File: config.mk
export PLATFORM = sky130hd
export DESIGN_NAME = shared_bus_ctrl
export DESIGN_NICKNAME = d
export VERILOG_FILES = /design/src/rtl/sbc_pkg.sv /design/src/rtl/sbc_prio_arb.sv /design/src/rtl/sbc_addr_dec.sv /design/src/rtl/sbc_xfer_timer.sv /design/src/rtl/shared_bus_ctrl.sv
export SDC_FILE = /design/constraint.sdc
export NUM_CORES = 1
export LEC_CHECK = 0
export BUFFER_PORTS_ARGS = -buffer_cell sky130_fd_sc_hd__buf_2
export CAP_MARGIN = 0
export CORE_AREA = 2 2 167 169
export CTS_BUF_LIST = sky130_fd_sc_hd__clkbuf_16
export CTS_CLUSTER_DIAMETER = 60
export CTS_CLUSTER_SIZE = 24
export DETAILED_ROUTE_END_ITERATION = 10
export DIE_AREA = 0 0 169 171
export PLACE_DENSITY = 0.37
export SKIP_CTS_REPAIR_TIMING = 1
export SLEW_MARGIN = 20
export SYNTH_ARGS = -nofsm -noshare
export SYNTH_HDL_FRONTEND = slang
export SYNTH_SLANG_ARGS = --single-unit
File: constraint.sdc
create_clock -name clk -period 2.8 [get_ports clk]
set_input_delay 0.28 -clock clk [delete_from_list [all_inputs] [get_ports clk]]
set_output_delay 0.28 -clock clk [all_outputs]
set_load 0.05 [all_outputs]
File: src/rtl/sbc_pkg.sv
package sbc_pkg;
   typedef enum logic {
      CMD_READ  = 1'b0,
      CMD_WRITE = 1'b1
   } bus_cmd_e;

   localparam int unsigned SBC_SEL_BITS = 2;
endpackage

File: src/rtl/sbc_prio_arb.sv
module sbc_prio_arb #(
   parameter int unsigned N  = 4,
   localparam int unsigned IW = (N > 1) ? $clog2(N) : 1
) (
   input  logic [N-1:0]  req,
   output logic          vld,
   output logic [IW-1:0] idx
);
   always_comb begin
      idx = '0;
      for (int i = N - 1; i >= 0; i--) begin
         if (req[i]) idx = IW'(i);
      end
   end
   assign vld = |req;
endmodule

File: src/rtl/sbc_addr_dec.sv
module sbc_addr_dec #(
   parameter int unsigned AW      = 16,
   parameter int unsigned N_SLV   = 4,
   parameter logic [N_SLV-1:0] PRESENT = '1,
   localparam int unsigned SW     = $clog2(N_SLV)
) (
   input  logic [AW-1:0]    addr,
   input  logic             en,
   output logic [N_SLV-1:0] sel,
   output logic [SW-1:0]    idx
);
   assign idx = addr[AW-1 -: SW];

   for (genvar k = 0; k < N_SLV; k++) begin : g_sel
      if (PRESENT[k]) begin : g_pop
         assign sel[k] = en && (idx == SW'(k));
      end else begin : g_empty
         assign sel[k] = 1'b0;
      end
   end
endmodule

File: src/rtl/sbc_xfer_timer.sv
module sbc_xfer_timer #(
   parameter int unsigned TIMEOUT = 4,
   localparam int unsigned CW     = $clog2(TIMEOUT + 1)
) (
   input  logic clk,
   input  logic rst_n,
   input  logic run,
   output logic expired
);
   logic [CW-1:0] cnt_q;

   always_ff @(posedge clk or negedge rst_n) begin
      if (!rst_n)                      cnt_q <= '0;
      else if (!run)                   cnt_q <= '0;
      else if (cnt_q != CW'(TIMEOUT))  cnt_q <= cnt_q + 1'b1;
   end

   assign expired = run && (cnt_q == CW'(TIMEOUT));

   AST_EXPIRE_NEEDS_RUN: assert property (@(posedge clk) disable iff (!rst_n)
      expired |-> $past(run)) else $error("expiry without running window");
endmodule

File: src/rtl/shared_bus_ctrl.sv
module shared_bus_ctrl #(
   parameter int unsigned N_MST   = 4,
   parameter int unsigned N_SLV   = 4,
   parameter int unsigned AW      = 16,
   parameter int unsigned DW      = 32,
   parameter int unsigned TIMEOUT = 4,
   parameter logic [N_SLV-1:0] SLV_PRESENT = 4'b0111
) (
   input  logic                 clk,
   input  logic                 rst_n,
   input  logic [N_MST-1:0]     m_req,
   input  logic [N_MST*AW-1:0]  m_addr,
   input  logic [N_MST-1:0]     m_cmd,
   input  logic [N_MST*DW-1:0]  m_wdata,
   output logic [N_MST-1:0]     m_gnt,
   output logic [N_MST-1:0]     m_ack,
   output logic [N_MST-1:0]     m_err,
   output logic [DW-1:0]        m_rdata,
   output logic                 bus_busy,
   output logic [AW-1:0]        bus_addr,
   output logic                 bus_cmd,
   output logic [DW-1:0]        bus_wdata,
   output logic [N_SLV-1:0]     slv_sel,
   input  logic [N_SLV-1:0]     slv_ack,
   input  logic [N_SLV*DW-1:0]  slv_rdata
);
   import sbc_pkg::*;

   localparam int unsigned IW = (N_MST > 1) ? $clog2(N_MST) : 1;
   localparam int unsigned SW = $clog2(N_SLV);

   if (N_SLV != (1 << sbc_pkg::SBC_SEL_BITS)) begin : g_chk_slv
      $error("N_SLV must match the two-bit slave field");
   end
   if (AW <= SW) begin : g_chk_aw
      $error("AW too narrow for slave field");
   end
   if (TIMEOUT < 1) begin : g_chk_to
      $error("TIMEOUT must be at least 1");
   end
   if (N_MST < 2) begin : g_chk_mst
      $error("need at least two masters");
   end

   logic          own_vld_q;
   logic [IW-1:0] own_idx_q;
   logic          done_q;

   logic          arb_vld;
   logic [IW-1:0] arb_idx;
   logic          own_req;
   logic          phase;
   logic [AW-1:0] own_addr;
   logic [SW-1:0] dec_idx;
   logic          resp_ok;
   logic          expired;
   logic          err_now;
   bus_cmd_e      own_cmd;

   sbc_prio_arb #(.N(N_MST)) u_arb (
      .req (m_req),
      .vld (arb_vld),
      .idx (arb_idx)
   );

   assign own_req  = m_req[own_idx_q];
   assign phase    = own_vld_q && !done_q;
   assign own_addr = m_addr[own_idx_q*AW +: AW];
   assign own_cmd  = bus_cmd_e'(m_cmd[own_idx_q]);

   sbc_addr_dec #(.AW(AW), .N_SLV(N_SLV), .PRESENT(SLV_PRESENT)) u_dec (
      .addr (own_addr),
      .en   (phase),
      .sel  (slv_sel),
      .idx  (dec_idx)
   );

   sbc_xfer_timer #(.TIMEOUT(TIMEOUT)) u_tmr (
      .clk     (clk),
      .rst_n   (rst_n),
      .run     (phase),
      .expired (expired)
   );

   assign resp_ok = |(slv_sel & slv_ack);
   assign err_now = expired && !resp_ok;

   always_ff @(posedge clk or negedge rst_n) begin
      if (!rst_n) begin
         own_vld_q <= 1'b0;
         own_idx_q <= '0;
         done_q    <= 1'b0;
      end else if (!own_vld_q) begin
         if (arb_vld) begin
            own_vld_q <= 1'b1;
            own_idx_q <= arb_idx;
            done_q    <= 1'b0;
         end
      end else if (!own_req) begin
         own_vld_q <= 1'b0;
         done_q    <= 1'b0;
      end else if (resp_ok || err_now) begin
         done_q    <= 1'b1;
      end
   end

   for (genvar i = 0; i < N_MST; i++) begin : g_mst
      assign m_gnt[i] = own_vld_q && (own_idx_q == IW'(i));
      assign m_ack[i] = resp_ok   && (own_idx_q == IW'(i));
      assign m_err[i] = err_now   && (own_idx_q == IW'(i));
   end

   assign bus_busy  = own_vld_q;
   assign bus_addr  = own_vld_q ? own_addr : '0;
   assign bus_cmd   = own_vld_q && (own_cmd == CMD_WRITE);
   assign bus_wdata = own_vld_q ? m_wdata[own_idx_q*DW +: DW] : '0;
   assign m_rdata   = resp_ok ? slv_rdata[dec_idx*DW +: DW] : '0;

   AST_GNT_ONEHOT: assert property (@(posedge clk) disable iff (!rst_n)
      $onehot0(m_gnt)) else $error("grant not one-hot");
   AST_IDLE_GRANT: assert property (@(posedge clk) disable iff (!rst_n)
      (!bus_busy && |m_req) |=> (|m_gnt && bus_busy)) else $error("idle request not granted");
   AST_PRIO_TOP: assert property (@(posedge clk) disable iff (!rst_n)
      (!bus_busy && m_req[0]) |=> m_gnt[0]) else $error("top master lost arbitration");
   AST_GNT_HOLD: assert property (@(posedge clk) disable iff (!rst_n)
      (|(m_gnt & m_req)) |=> $stable(m_gnt)) else $error("grant moved while held");
   AST_RELEASE: assert property (@(posedge clk) disable iff (!rst_n)
      (bus_busy && !(|(m_gnt & m_req))) |=> !bus_busy) else $error("bus kept after release");
   AST_SEL_NEEDS_BUSY: assert property (@(posedge clk) disable iff (!rst_n)
      (|slv_sel) |-> (bus_busy && $onehot(slv_sel))) else $error("select without owner");
   AST_ACK_CLOSES: assert property (@(posedge clk) disable iff (!rst_n)
      (|m_ack) |=> (slv_sel == '0)) else $error("select after response");
   AST_ERR_PULSE: assert property (@(posedge clk) disable iff (!rst_n)
      (|m_err) |=> (m_err == '0 && slv_sel == '0)) else $error("error not a pulse");
endmodule

**Word-level counts from Yosys, hierarchy flattened**

Cells that the tools add are included.

- Register bits: 7
- Logic and storage cells: 69
- Output and inout bits: 98
- Bits of input ports: 334

- Eq/ne operators: 9
- Reduce and logical (&&, ||, !) cells: 29
- Bitwise logic cells: 2
- Shift-type cells: 3
- Muxes and demuxes: 20
- $lt $le $gt $ge: 1
- Add/sub/neg operators: 1

Operators by type and width:

| cell | count |
|---|---|
| $shiftx 128x8->32 | 2 |
| $mux 32 | 2 |
| $shiftx 64x7->16 | 1 |
| $logic_and 1x1->1 | 19 |
| $mux 16 | 1 |
| $mux 1 | 9 |
| $mux 2 | 4 |
| $reduce_or 4->1 | 2 |
| $eq 2x2->1 const B | 3 |
| $mux 3 | 2 |
| $and 3x4->4 | 1 |
| $bmux 1 s2 | 2 |
| $eq 2x1->1 const B | 2 |
| $logic_not 2->1 | 2 |
| $reduce_and 2->1 | 2 |
| $add 3x1->3 const B | 1 |
| $eq 3x3->1 const B | 1 |
| $lt 2x3->1 const B | 1 |
| $ne 3x2->1 const B | 1 |
| $ne 3x3->1 const B | 1 |
| $logic_not 1->1 | 2 |
| $ne 2x1->1 const B | 1 |
| $reduce_bool 2->1 | 1 |
| $logic_or 1x1->1 | 1 |
| $not 1->1 | 1 |

**Depth between registers and ports, before layout**

Gate-level depths: netlist of run 1.

- Word-level depth: 11
- Gate-level depth with buffers: 7
- Mapped depth without buffers: 5

**Cells and area by module**

Synthesis of run 1 repeated with hierarchy kept, for this count alone.

- Cell total of the unflattened synthesis: 260
- Area total of the unflattened synthesis: 3223.1 sq um

By module, submodules not included:

| module | times used | sequential area each (sq um) | cells each | area each (sq um) |
|---|---|---|---|---|
| shared_bus_ctrl | 1 | 100.1 | 228 | 2961.6 |
| sbc_xfer_timer | 1 | 75.1 | 18 | 170.2 |
| sbc_addr_dec | 1 | 0.0 | 7 | 56.3 |
| sbc_prio_arb | 1 | 0.0 | 7 | 35.0 |

**Worst setup path before layout of run 1**

OpenSTA, ideal clock, no wires.

- Path type: reg2out
- Start: register own_idx_q[0]
- End: output m_rdata[10]
- Data required time: 2520 ps
- Buffers on the path: 4
- Arrival time: 2811 ps
- Setup slack: -291 ps
- Cell stages (with the launch flop): 8
- Cells stage by stage: dfrtp_1 buf_4 mux4_2 buf_2 buf_4 buf_2 mux2i_1 a211oi_1

- Longest elaborated chain between the ends: 6
- Elaborated cells between the ends (all ways): 11
- Those cells by class: eq/ne: 2; shift: 2; mux: 1; bitwise: 1; reduce/logical: 5

RTL lines:

| item | RTL line | source |
|---|---|---|
| start, declared | shared_bus_ctrl.sv:46 | `logic [IW-1:0] own_idx_q;` |
| start signal, assigned | shared_bus_ctrl.sv:96 | `own_idx_q <= arb_idx;` |
| $shiftx 64x7->16 * | shared_bus_ctrl.sv:68 | `assign own_addr = m_addr[own_idx_q*AW +: AW];` |
| branches (longest 4 deep; another with $shiftx 128x8->32) | n/a |  |
| $mux 32 * | shared_bus_ctrl.sv:117 | `assign m_rdata = resp_ok ? slv_rdata[dec_idx*DW +: DW] : '0;` |
| end, declared | shared_bus_ctrl.sv:18 | `output logic [DW-1:0] m_rdata,` |

Every way passes the cells marked *.

**Worst setup path in the final report of run 1**

- Start: register own_idx_q[0]
- End: output m_rdata[19]

The elaborated chain is that of the path after synthesis.

==> out/metrics.yaml, run 1 <==
drt-vias-per-instance: 4.03
drt_drc_violations_left: 0
initialDrtViolationCount: 56
part_of_the_yosys_area_used_for_sequential_elements_pct: 5.41
number_of_buffers_on_the_longest_clock_path: 2
number_of_levels_in_the_clock_h_tree: 1
sw_frac_of_total_pct: 61.6
fin_area_um2: 6260
reg2reg_depth: 4
routability_congestion_estimate: 0.737
synthTopCellsByCount: "sky130_fd_sc_hd__mux4_2 (51), sky130_fd_sc_hd__and2_1 (50), sky130_fd_sc_hd__nor2_1 (47)"
synth_enable_flop_cells: 0
total_leakage_power_uw: 0.00310
grt_setup_unrepaired: "yes"
floorplan.die.height_um: 171
design.die.area_um2: 28900
hold_violations: 0
clkTransAtPathRegs_ns: 0.04
netlist_instances: 338
maxClockFrequency_mhz: 366
grt-ovfl-total: 0
clock-sinks: 7
wirelength_um: 17500
timing.final.setup_violations: 0
cts_tree: "done"
timing.hold.worst.start: "slv_ack[2]"
period_share_pct: 97.7
synth_most_common_cell: "sky130_fd_sc_hd__mux4_2"
cap_violations: 0
seq_power_share_pct: 2.8
synthArstFlopShare_pct: 100
fp.dieW_um: 169
worst_hold_path.endpoint: "done_q$_DFFE_PN0P_"
layout_min_cycle_time_ns: 2.74
total_i_o_pin_count: 432
number_of_rows_created_at_floorplan: 61
number_of_global_route_vias_before_repair: 4269
antenna_found_initial: 0
design.core.area_um2: 27300
timing.critical_path.arrival_ns: 2.46
final_layout_size_suffix_gt1_share_pct: 76.2
place_area_um2: 5960
yosys_register_bits: 7
p_per_area_nw_per_um2: 1220
comb_power_share_pct: 94.1
ys.flop_type: "sky130_fd_sc_hd__dfrtp_1"
netlist.top_cell.by_area: "sky130_fd_sc_hd__mux4_2"
clockPowerShare_pct: 3.1
avgSynthCellArea_um2: 9.59
required_worst_endpoint_ns: 2.52
worst_slew_margin_rel_pct: 45.2
synth.area.top_cells: "sky130_fd_sc_hd__mux4_2 (35%), sky130_fd_sc_hd__mux2_2 (11%), sky130_fd_sc_hd__mux2i_1 (11%)"
ir_worst_vdd_uv: 441
status: "finished clean"
kind_of_path_behind_the_tightest_hold_check: "input port to flop"
crit_path_end_kind: "primary output"
timing.hold.worst_path_depth: 3
critPathMaxFanout: 17
io_buffers: 429
vias: 4396
area.growth.synth_to_final_pct: 93.3
startpoint_type: "flop"
yosys.area.top_type_share_pct: 35.4
grt_overall_usage_pct: 10.5
floorplan.initialDensity_pct: 11.9
switching_power_uw: 4710
wl_per_cell_um: 16.0
synth.net_count: 674
timing.rr.start: "own_idx_q[1]$_DFFE_PN0P_"
cts_made_buffers: 3
num-nets-final: 1082
worst-slew-pin-transition_ns: 0.822
setup.reg_to_reg.worst_slack_ns: 0.71
grt_pass1_wl_um: 23600
route.antenna.remaining_nets: 0
hpwlAfterDp_um: 14200
drt_pass1_iterations: 4
path_class: "flop to primary output"
yosysUniqueCellTypes: 32
r2r-end: "bus_busy$_DFF_PN0_"
worst_skew_pair.late_latency_ns: 0.23
cts_root_buffer: "sky130_fd_sc_hd__clkbuf_16"
yosysWarningCount: 0
largest_net_degree_at_the_start_of_global_routing: 68
antenna_cells: 0
post-layout-total-power_uw: 7650
post_synth_instance_area_um2: 3240
internal-power_uw: 2940
fin_worst_skew_ns: 0.000738
timing_max_transition_violations_final: 0
[power by group through the flow]
stage | registers (uW) | clock network (uW) | logic, uW
detailed placement | 219 | 0 | 6920
CTS | 219 | 241 | 6930
finish | 215 | 238 | 7200
global route | 225 | 251 | 7660
global placement | 223 | 0 | 6950
floorplan | 194 | 0 | 5370
[critical path, stage by stage (launching register included)]
cell	delay [ns]
sky130_fd_sc_hd__dfrtp_4	0.45
sky130_fd_sc_hd__mux4_4	0.79
sky130_fd_sc_hd__clkbuf_16	0.26
sky130_fd_sc_hd__mux2_2	0.23
sky130_fd_sc_hd__nor2_1	0.04
sky130_fd_sc_hd__a211oi_2	0.21
sky130_fd_sc_hd__buf_4	0.23
[layout by cell type (no fill, tap or decap), types with 4 or more instances in the layout]
cell type / count
sky130_fd_sc_hd__mux2_2: 33
sky130_fd_sc_hd__nor2b_1: 4
sky130_fd_sc_hd__mux4_2: 50
sky130_fd_sc_hd__nor3_1: 4
sky130_fd_sc_hd__nor2_1: 46
sky130_fd_sc_hd__mux2i_1: 34
sky130_fd_sc_hd__buf_2: 397
sky130_fd_sc_hd__clkbuf_4: 5
sky130_fd_sc_hd__clkbuf_16: 6
sky130_fd_sc_hd__a211oi_2: 32
sky130_fd_sc_hd__nand2_1: 5
sky130_fd_sc_hd__and2_1: 50
sky130_fd_sc_hd__dfrtp_1: 4
sky130_fd_sc_hd__inv_1: 5
sky130_fd_sc_hd__buf_6: 9
sky130_fd_sc_hd__buf_4: 23
sky130_fd_sc_hd__buf_12: 5
[routing by layer]
layer / global-route usage (%) / vias to the layer above / routed length, um
met2: 21.3 / 263 / 9530
met5: 0 / - / 0
li1: - / 2110 / -
met3: 2.75 / 6 / 1680
met4: 1.34 / 0 / 105
met1: 11.1 / 2017 / 6180
[per-stage QoR]
stage               hold WS, ns  worst slack [ns]  setup TNS [ns]  util (%)  cells
global route              0.369           -0.0181          -0.110      22.9   1091
floorplan               -0.0156           -0.0844          -0.186         -    338
global placement          0.136             0.226               0      21.8   1082
CTS                      -0.112           -0.0153         -0.0185      22.1   1086
detailed placement        0.127             0.236               0      21.8   1082
finish                    0.351            0.0646               0      22.9   1091
[cell families after synthesis]
logic type | share of synthesized area, %
xor+xnor | 0.270
buf+inv | 6.25
compound gates | 9.73
other cells | 0.116
flops | 5.41
mux | 57.9
simple gates | 19.6
fa+ha+maj | 0.772
[layout make-up]
type,count,area [um2]
Fill cell,3054,21100
Multi-Input combinational cell,286,3040
Timing Repair Buffer,444,2510
Tap cell,346,433
Sequential cell,7,181
Clock buffer,3,75.1
Inverter,4,15.0
Clock inverter,1,3.75
[sequential cells by signal, indices dropped and copies added, names as in the netlist]
register     cells
own_idx_q        2
u_tmr.cnt_q      3
bus_busy         1
done_q           1
[how the worst max path moves through the flow]
stage / from / endpoint / slack, ns
after detailed placement: own_idx_q[0]$_DFFE_PN0P_ / m_rdata[23] / 0.24
after CTS: own_idx_q[0]$_DFFE_PN0P_ / m_rdata[23] / -0.02
after floorplan: bus_busy$_DFF_PN0_ / m_ack[1] / -0.08
after global routing: own_idx_q[0]$_DFFE_PN0P_ / m_rdata[24] / -0.02
after global placement: own_idx_q[0]$_DFFE_PN0P_ / m_rdata[23] / 0.23
final: own_idx_q[0]$_DFFE_PN0P_ / m_rdata[19] / 0.06
Note: power is estimated with default switching activity, not from simulation.
==> run 2: changes to the inputs <==
- clock period: 2.8 -> 2.9 ns (I/O delays scaled with it)
==> out/metrics.yaml, run 2 (synthesis gave the netlist of run 1 again) <==
timing.critical_path.arrival_ns: 2.57  # was 2.46 ns
clock-sinks: 7  # unchanged
final_layout_size_suffix_gt1_share_pct: 75.8  # was 76.2%
timing_max_transition_violations_final: 0  # unchanged
worst_slew_margin_rel_pct: 49.9  # was 45.2%
wirelength_um: 17700  # was 17,500 um
final_cell_count_no_fill: 1092  # was 1,091
clockPowerShare_pct: 3.3  # was 3.1%
switching_power_uw: 4490  # was 4710 uW
io_buffers: 429  # unchanged
cts_root_buffer: "sky130_fd_sc_hd__clkbuf_16"  # unchanged
p_per_area_nw_per_um2: 1160  # was 1220 nW/um2
area.growth.synth_to_final_pct: 87.7  # was 93.3%
largest_net_degree_at_the_start_of_global_routing: 68  # unchanged
period_share_pct: 98.6
floorplan.die.height_um: 171  # unchanged
internal-power_uw: 2590  # was 2940 uW
design.die.area_um2: 28900  # unchanged
antenna_found_initial: 2  # was 0
critPathMaxFanout: 67  # was 17
grt_overall_usage_pct: 11.3  # was 10.5%
timing.final.setup_violations: 0  # unchanged
worst_skew_pair.late_latency_ns: 0.23  # about the same
total_i_o_pin_count: 432  # unchanged
fp.dieW_um: 169  # unchanged
number_of_buffers_on_the_longest_clock_path: 2  # unchanged
maxClockFrequency_mhz: 350
timing.critical_path.cells: "mux4_4 -> buf_12 -> mux2_2 -> nor2_1 -> a211oi_2 -> buf_2"  # was mux4_4 -> clkbuf_16 -> mux2_2 -> nor2_1 -> a211oi_2 -> buf_4
number_of_rows_created_at_floorplan: 61  # unchanged
sw_frac_of_total_pct: 63.4  # was 61.6%
vias: 4364  # was 4,396
hold_violations: 0  # unchanged
route.antenna.remaining_nets: 0  # unchanged
cts_made_buffers: 3  # unchanged
drt_pass1_iterations: 4  # unchanged
required_worst_endpoint_ns: 2.61  # was 2.52 ns
cap_violations: 0  # unchanged
largest-register: "u_tmr.cnt_q"  # unchanged
num-nets-final: 1082  # unchanged
crit_buf_inv: 2  # unchanged
clkTransAtPathRegs_ns: 0.04  # about the same
drt-vias-per-instance: 4.00  # was 4.03
status: "finished clean"  # unchanged
fin_worst_skew_ns: 0.00123  # was 0.000738 ns
total_leakage_power_uw: 0.00305  # was 0.00310 uW
ir_worst_vdd_uv: 442  # was 441 uV
design.core.area_um2: 27300  # unchanged
drt_drc_violations_left: 0  # unchanged
cts_tree: "done"  # unchanged
largestRegisters: "u_tmr.cnt_q (3), own_idx_q (2)"  # unchanged
layout_min_cycle_time_ns: 2.86
routability_congestion_estimate: 0.725  # was 0.737
grt_pass1_wl_um: 25100  # was 23,600 um
crit_path_end_kind: "primary output"  # unchanged
grt-ovfl-total: 0  # unchanged
detailedPlace.worstSlack_ns: 0.222  # was 0.236 ns
number_of_global_route_vias_before_repair: 4552  # was 4,269
startpoint_type: "flop"  # unchanged
critical_path.max_stage_delay_ns: 0.69  # was 0.79 ns
most-common-layout-cells: "sky130_fd_sc_hd__buf_2 (421), sky130_fd_sc_hd__mux4_2 (50), sky130_fd_sc_hd__and2_1 (50)"  # was sky130_fd_sc_hd__buf_2 (397), sky130_fd_sc_hd__mux4_2 (50), sky130_fd_sc_hd__and2_1 (50)
numPlacedInstances: 1084  # was 1,082
most_common_library_cell_in_the_layout_ignoring_fill_and_taps: "sky130_fd_sc_hd__buf_2"  # unchanged
slowest_stage: "sky130_fd_sc_hd__mux4_4"  # unchanged
worst_path_dominant_cell_family: "multiplexers"  # unchanged
wl_per_cell_um: 16.2  # was 16.0 um
fin_ws_ns: 0.0392  # was 0.0646 ns
path_class: "flop to primary output"  # unchanged
worst-slew-pin-transition_ns: 0.752  # was 0.822 ns
number_of_levels_in_the_clock_h_tree: 1  # unchanged
seq_power_share_pct: 3.0  # was 2.8%
comb_power_share_pct: 93.7  # was 94.1%
largest_register_ff_count: 3  # unchanged
kind_of_path_behind_the_tightest_hold_check: "input port to flop"  # unchanged
initialDrtViolationCount: 111  # was 56
floorplan.initialDensity_pct: 11.9  # unchanged
grt_setup_unrepaired: "no"  # was yes
hpwlAfterDp_um: 14900  # was 14,200 um
## run 2: worst paths after layout
kind / startpoint / cells after the start / end / slack [ns]
max reg2reg: own_idx_q[1]$_DFFE_PN0P_ / 4 / bus_busy$_DFF_PN0_ / 1.09
max in group asynchronous: rst_n / 2 / own_idx_q[0]$_DFFE_PN0P_ / 2.25
max: own_idx_q[0]$_DFFE_PN0P_ / 6 / m_rdata[23] / 0.04
min reg2reg: u_tmr.cnt_q[2]$_DFFE_PN0P_ / 1 / u_tmr.cnt_q[2]$_DFFE_PN0P_ / 0.54
min: m_req[0] / 2 / own_idx_q[0]$_DFFE_PN0P_ / 0.30
min in group asynchronous: rst_n / 2 / u_tmr.cnt_q[0]$_DFFE_PN0P_ / 0.47
## run 2: area by class of cell
type                       count  area [um2]
antenna                        1        2.50
clock buffer                   3        75.1
clock inverter                 1        3.75
fill                        3075       21200
inverter                       4        15.0
multi-input combinational    286        3030
sequential                     7         180
tap                          346         433
timing repair buffer         444        2340
## run 2: routing by layer
layer  track usage [%]  part of all wire (%)
met3              3.05                   9.2
met5                 0                 0.073
met1              11.9                    38
met4              1.86                  0.67
met2              22.5                    53
## run 2: per-stage QoR
step	hold slack (ns)	utilization, %	area, um2	total power (uW)	setup TNS, ns
after CTS	-0.113	22.0	6010	7110	-0.0884
after floorplan	-0.00559	-	3400	5370	-0.000153
final	0.302	22.3	6080	7080	0
after global routing	0.324	22.3	6080	7540	0
after global placement	0.140	21.7	5930	6890	0
after detailed placement	0.133	21.7	5930	6870	0
## run 2: power by group through the flow
| stage | Combinational (uW) | Sequential (uW) | Clock [uW] |
|---|---|---|---|
| after global routing | 7070 | 228 | 243 |
| after CTS | 6660 | 218 | 238 |
| final | 6630 | 215 | 235 |
| after floorplan | 5180 | 187 | 0 |
| after detailed placement | 6650 | 218 | 0 |
| after global placement | 6670 | 219 | 0 |
==> run 3: changes to the inputs <==
- CORE_AREA: 2 2 167 169 -> 2 2 168 170
- DIE_AREA: 0 0 169 171 -> 0 0 170 172
- MAX_ROUTING_LAYER: unset -> met4
- PLACE_DENSITY: 0.37 -> 0.38
- clock period: 2.9 -> 2.35 ns (I/O delays scaled with it)
==> out/metrics.yaml, run 3 (synthesis gave the netlist of run 1 again) <==
drt_pass1_iterations: 4  # unchanged
final_layout_size_suffix_gt1_share_pct: 80.3  # was 75.8%
wl_per_cell_um: 17.7  # was 16.2 um
kind_of_path_behind_the_tightest_hold_check: "input port to flop"  # unchanged
clkTransAtPathRegs_ns: 0.04  # about the same
num-nets-final: 1122  # was 1,082
drt_drc_violations_left: 0  # unchanged
fp.dieW_um: 170  # was 169 um
wirelength_um: 20100  # was 17,700 um
fin_worst_skew_ns: 0.000351  # was 0.00123 ns
final_core_utilization_pct: 25.9  # was 22.3%
cts_tree: "done"  # unchanged
whs_ns: 0.334  # was 0.302 ns
most_common_library_cell_in_the_layout_ignoring_fill_and_taps: "sky130_fd_sc_hd__buf_2"  # unchanged
design.core.area_um2: 27500  # was 27,300 um2
startpoint_type: "flop"  # unchanged
violated_checks: "setup timing"
route.antenna.remaining_nets: 0  # unchanged
timing_max_transition_violations_final: 0  # unchanged
routability_congestion_estimate: 0.752  # was 0.725
hold_violations: 0  # unchanged
largest-register: "u_tmr.cnt_q"  # unchanged
place_area_um2: 6550  # was 5930 um2
fin_area_um2: 7120  # was 6080 um2
final.fill_count: 3001  # was 3,075
number_of_levels_in_the_clock_h_tree: 1  # unchanged
worst-slew-pin-transition_ns: 0.565  # was 0.752 ns
total_i_o_pin_count: 432  # unchanged
detailedPlace.worstSlack_ns: -0.233  # was 0.222 ns
area.growth.synth_to_final_pct: 120  # was 87.7%
layout_min_cycle_time_ns: 2.71
status: "complete, but fails checks"  # was finished clean
clock-sinks: 7  # unchanged
number_of_rows_created_at_floorplan: 61  # unchanged
cap_violations: 0  # unchanged
timing.hold.worst_path_depth: 3  # was 2
cts_root_buffer: "sky130_fd_sc_hd__clkbuf_16"  # unchanged
worst_skew_pair.late_latency_ns: 0.23  # about the same
grt_setup_unrepaired: "yes"  # was no
floorplan.initialDensity_pct: 11.8  # was 11.9%
number_of_global_route_vias_before_repair: 4910  # was 4,552
grt_pass1_wl_um: 27800  # was 25,100 um
path_class: "flop to primary output"  # unchanged
cts_made_buffers: 3  # unchanged
io_buffers: 429  # unchanged
initialDrtViolationCount: 122  # was 111
critPathMaxFanout: 11  # was 67
maxClockFrequency_mhz: 369
timing.final.setup_violations: 41  # was 0
required_worst_endpoint_ns: 2.12  # was 2.61 ns
hpwlAfterDp_um: 17600  # was 14,900 um
numPlacedInstances: 1121  # was 1,084
grt_overall_usage_pct: 13.0  # was 11.3%
largest_net_degree_at_the_start_of_global_routing: 55  # was 68
number_of_buffers_on_the_longest_clock_path: 2  # unchanged
timing.critical_path.arrival_ns: 2.47  # was 2.57 ns
design.die.area_um2: 29200  # was 28,900 um2
grt-ovfl-total: 0  # unchanged
drt-vias-per-instance: 4.07  # was 4.00
p_per_area_nw_per_um2: 1490  # was 1160 nW/um2
fin_ws_ns: -0.357  # was 0.0392 ns
reg2reg_depth: 5  # was 4
largest_register_ff_count: 3  # unchanged
total_leakage_power_uw: 0.00337  # was 0.00305 uW
most-common-layout-cells: "sky130_fd_sc_hd__buf_2 (383), sky130_fd_sc_hd__mux4_2 (50), sky130_fd_sc_hd__and2_1 (50)"  # was sky130_fd_sc_hd__buf_2 (421), sky130_fd_sc_hd__mux4_2 (50), sky130_fd_sc_hd__and2_1 (50)
ir_worst_vdd_uv: 772  # was 442 uV
final_cell_count_no_fill: 1133  # was 1,092
antenna_found_initial: 2  # unchanged
crit_path_end_kind: "primary output"  # unchanged
period_share_pct: 115
worst_slew_margin_rel_pct: 62.3  # was 49.9%
largestRegisters: "u_tmr.cnt_q (3), own_idx_q (2)"  # unchanged
vias: 4611  # was 4,364
floorplan.die.height_um: 172  # was 171 um
==> run 3: worst max-delay path, cell delays in order (launching register included) <==
cell and delay, ns:
sky130_fd_sc_hd__dfrtp_4 0.43, sky130_fd_sc_hd__mux4_4 0.69, sky130_fd_sc_hd__buf_6 0.20, sky130_fd_sc_hd__buf_4 0.17, sky130_fd_sc_hd__mux2_2 0.22, sky130_fd_sc_hd__nor2_1 0.06
sky130_fd_sc_hd__a211oi_4 0.28, sky130_fd_sc_hd__buf_12 0.18
==> run 3: worst paths after layout <==
kind                                             from                         end  slack, ns
setup reg to reg             own_idx_q[0]$_DFFE_PN0P_          done_q$_DFFE_PN0P_       0.44
setup / recovery             own_idx_q[0]$_DFFE_PN0P_                 m_rdata[10]      -0.36
hold reg to reg            u_tmr.cnt_q[2]$_DFFE_PN0P_  u_tmr.cnt_q[2]$_DFFE_PN0P_       0.56
max in group asynchronous                       rst_n    own_idx_q[0]$_DFFE_PN0P_       1.78
hold / removal                             slv_ack[2]          done_q$_DFFE_PN0P_       0.33
min in group asynchronous                       rst_n    own_idx_q[1]$_DFFE_PN0P_       0.40
==> run 3: layer usage <==
metal | vias to the layer above | global-route usage, % | share of wire [%]
li1 | 2169 | - | -
met1 | 2162 | 13.8 | 37
met2 | 270 | 24.4 | 53
met3 | 10 | 3.34 | 8.9
met4 | 0 | 2.42 | 1.3
met5 | - | - | 0
==> run 3: final cells by class <==
type	count	area, um2	share of cell area (%)
Clock buffer	3	75.1	1.05
Timing Repair Buffer	484	3090	43.4
Tap cell	346	433	6.08
Multi-Input combinational cell	286	3320	46.6
Inverter	4	15.0	0.211
Antenna cell	2	5.00	0.0703
Sequential cell	7	181	2.55
Clock inverter	1	3.75	0.0527
==> run 3: where the power goes <==
part           leakage, uW  switching [uW]  internal [uW]
Sequential       0.0000843            73.5            184
Clock            0.0000423            63.8            221
Combinational      0.00324            6080           4020
==> run 3: stage by stage <==
step / power, uW / setup TNS [ns]
floorplan: 7070 / -3.33
global placement: 9700 / -4.99
detailed placement: 9690 / -5.55
CTS: 10000 / -22.16
global route: 11300 / -14.65
finish: 10600 / -11.00
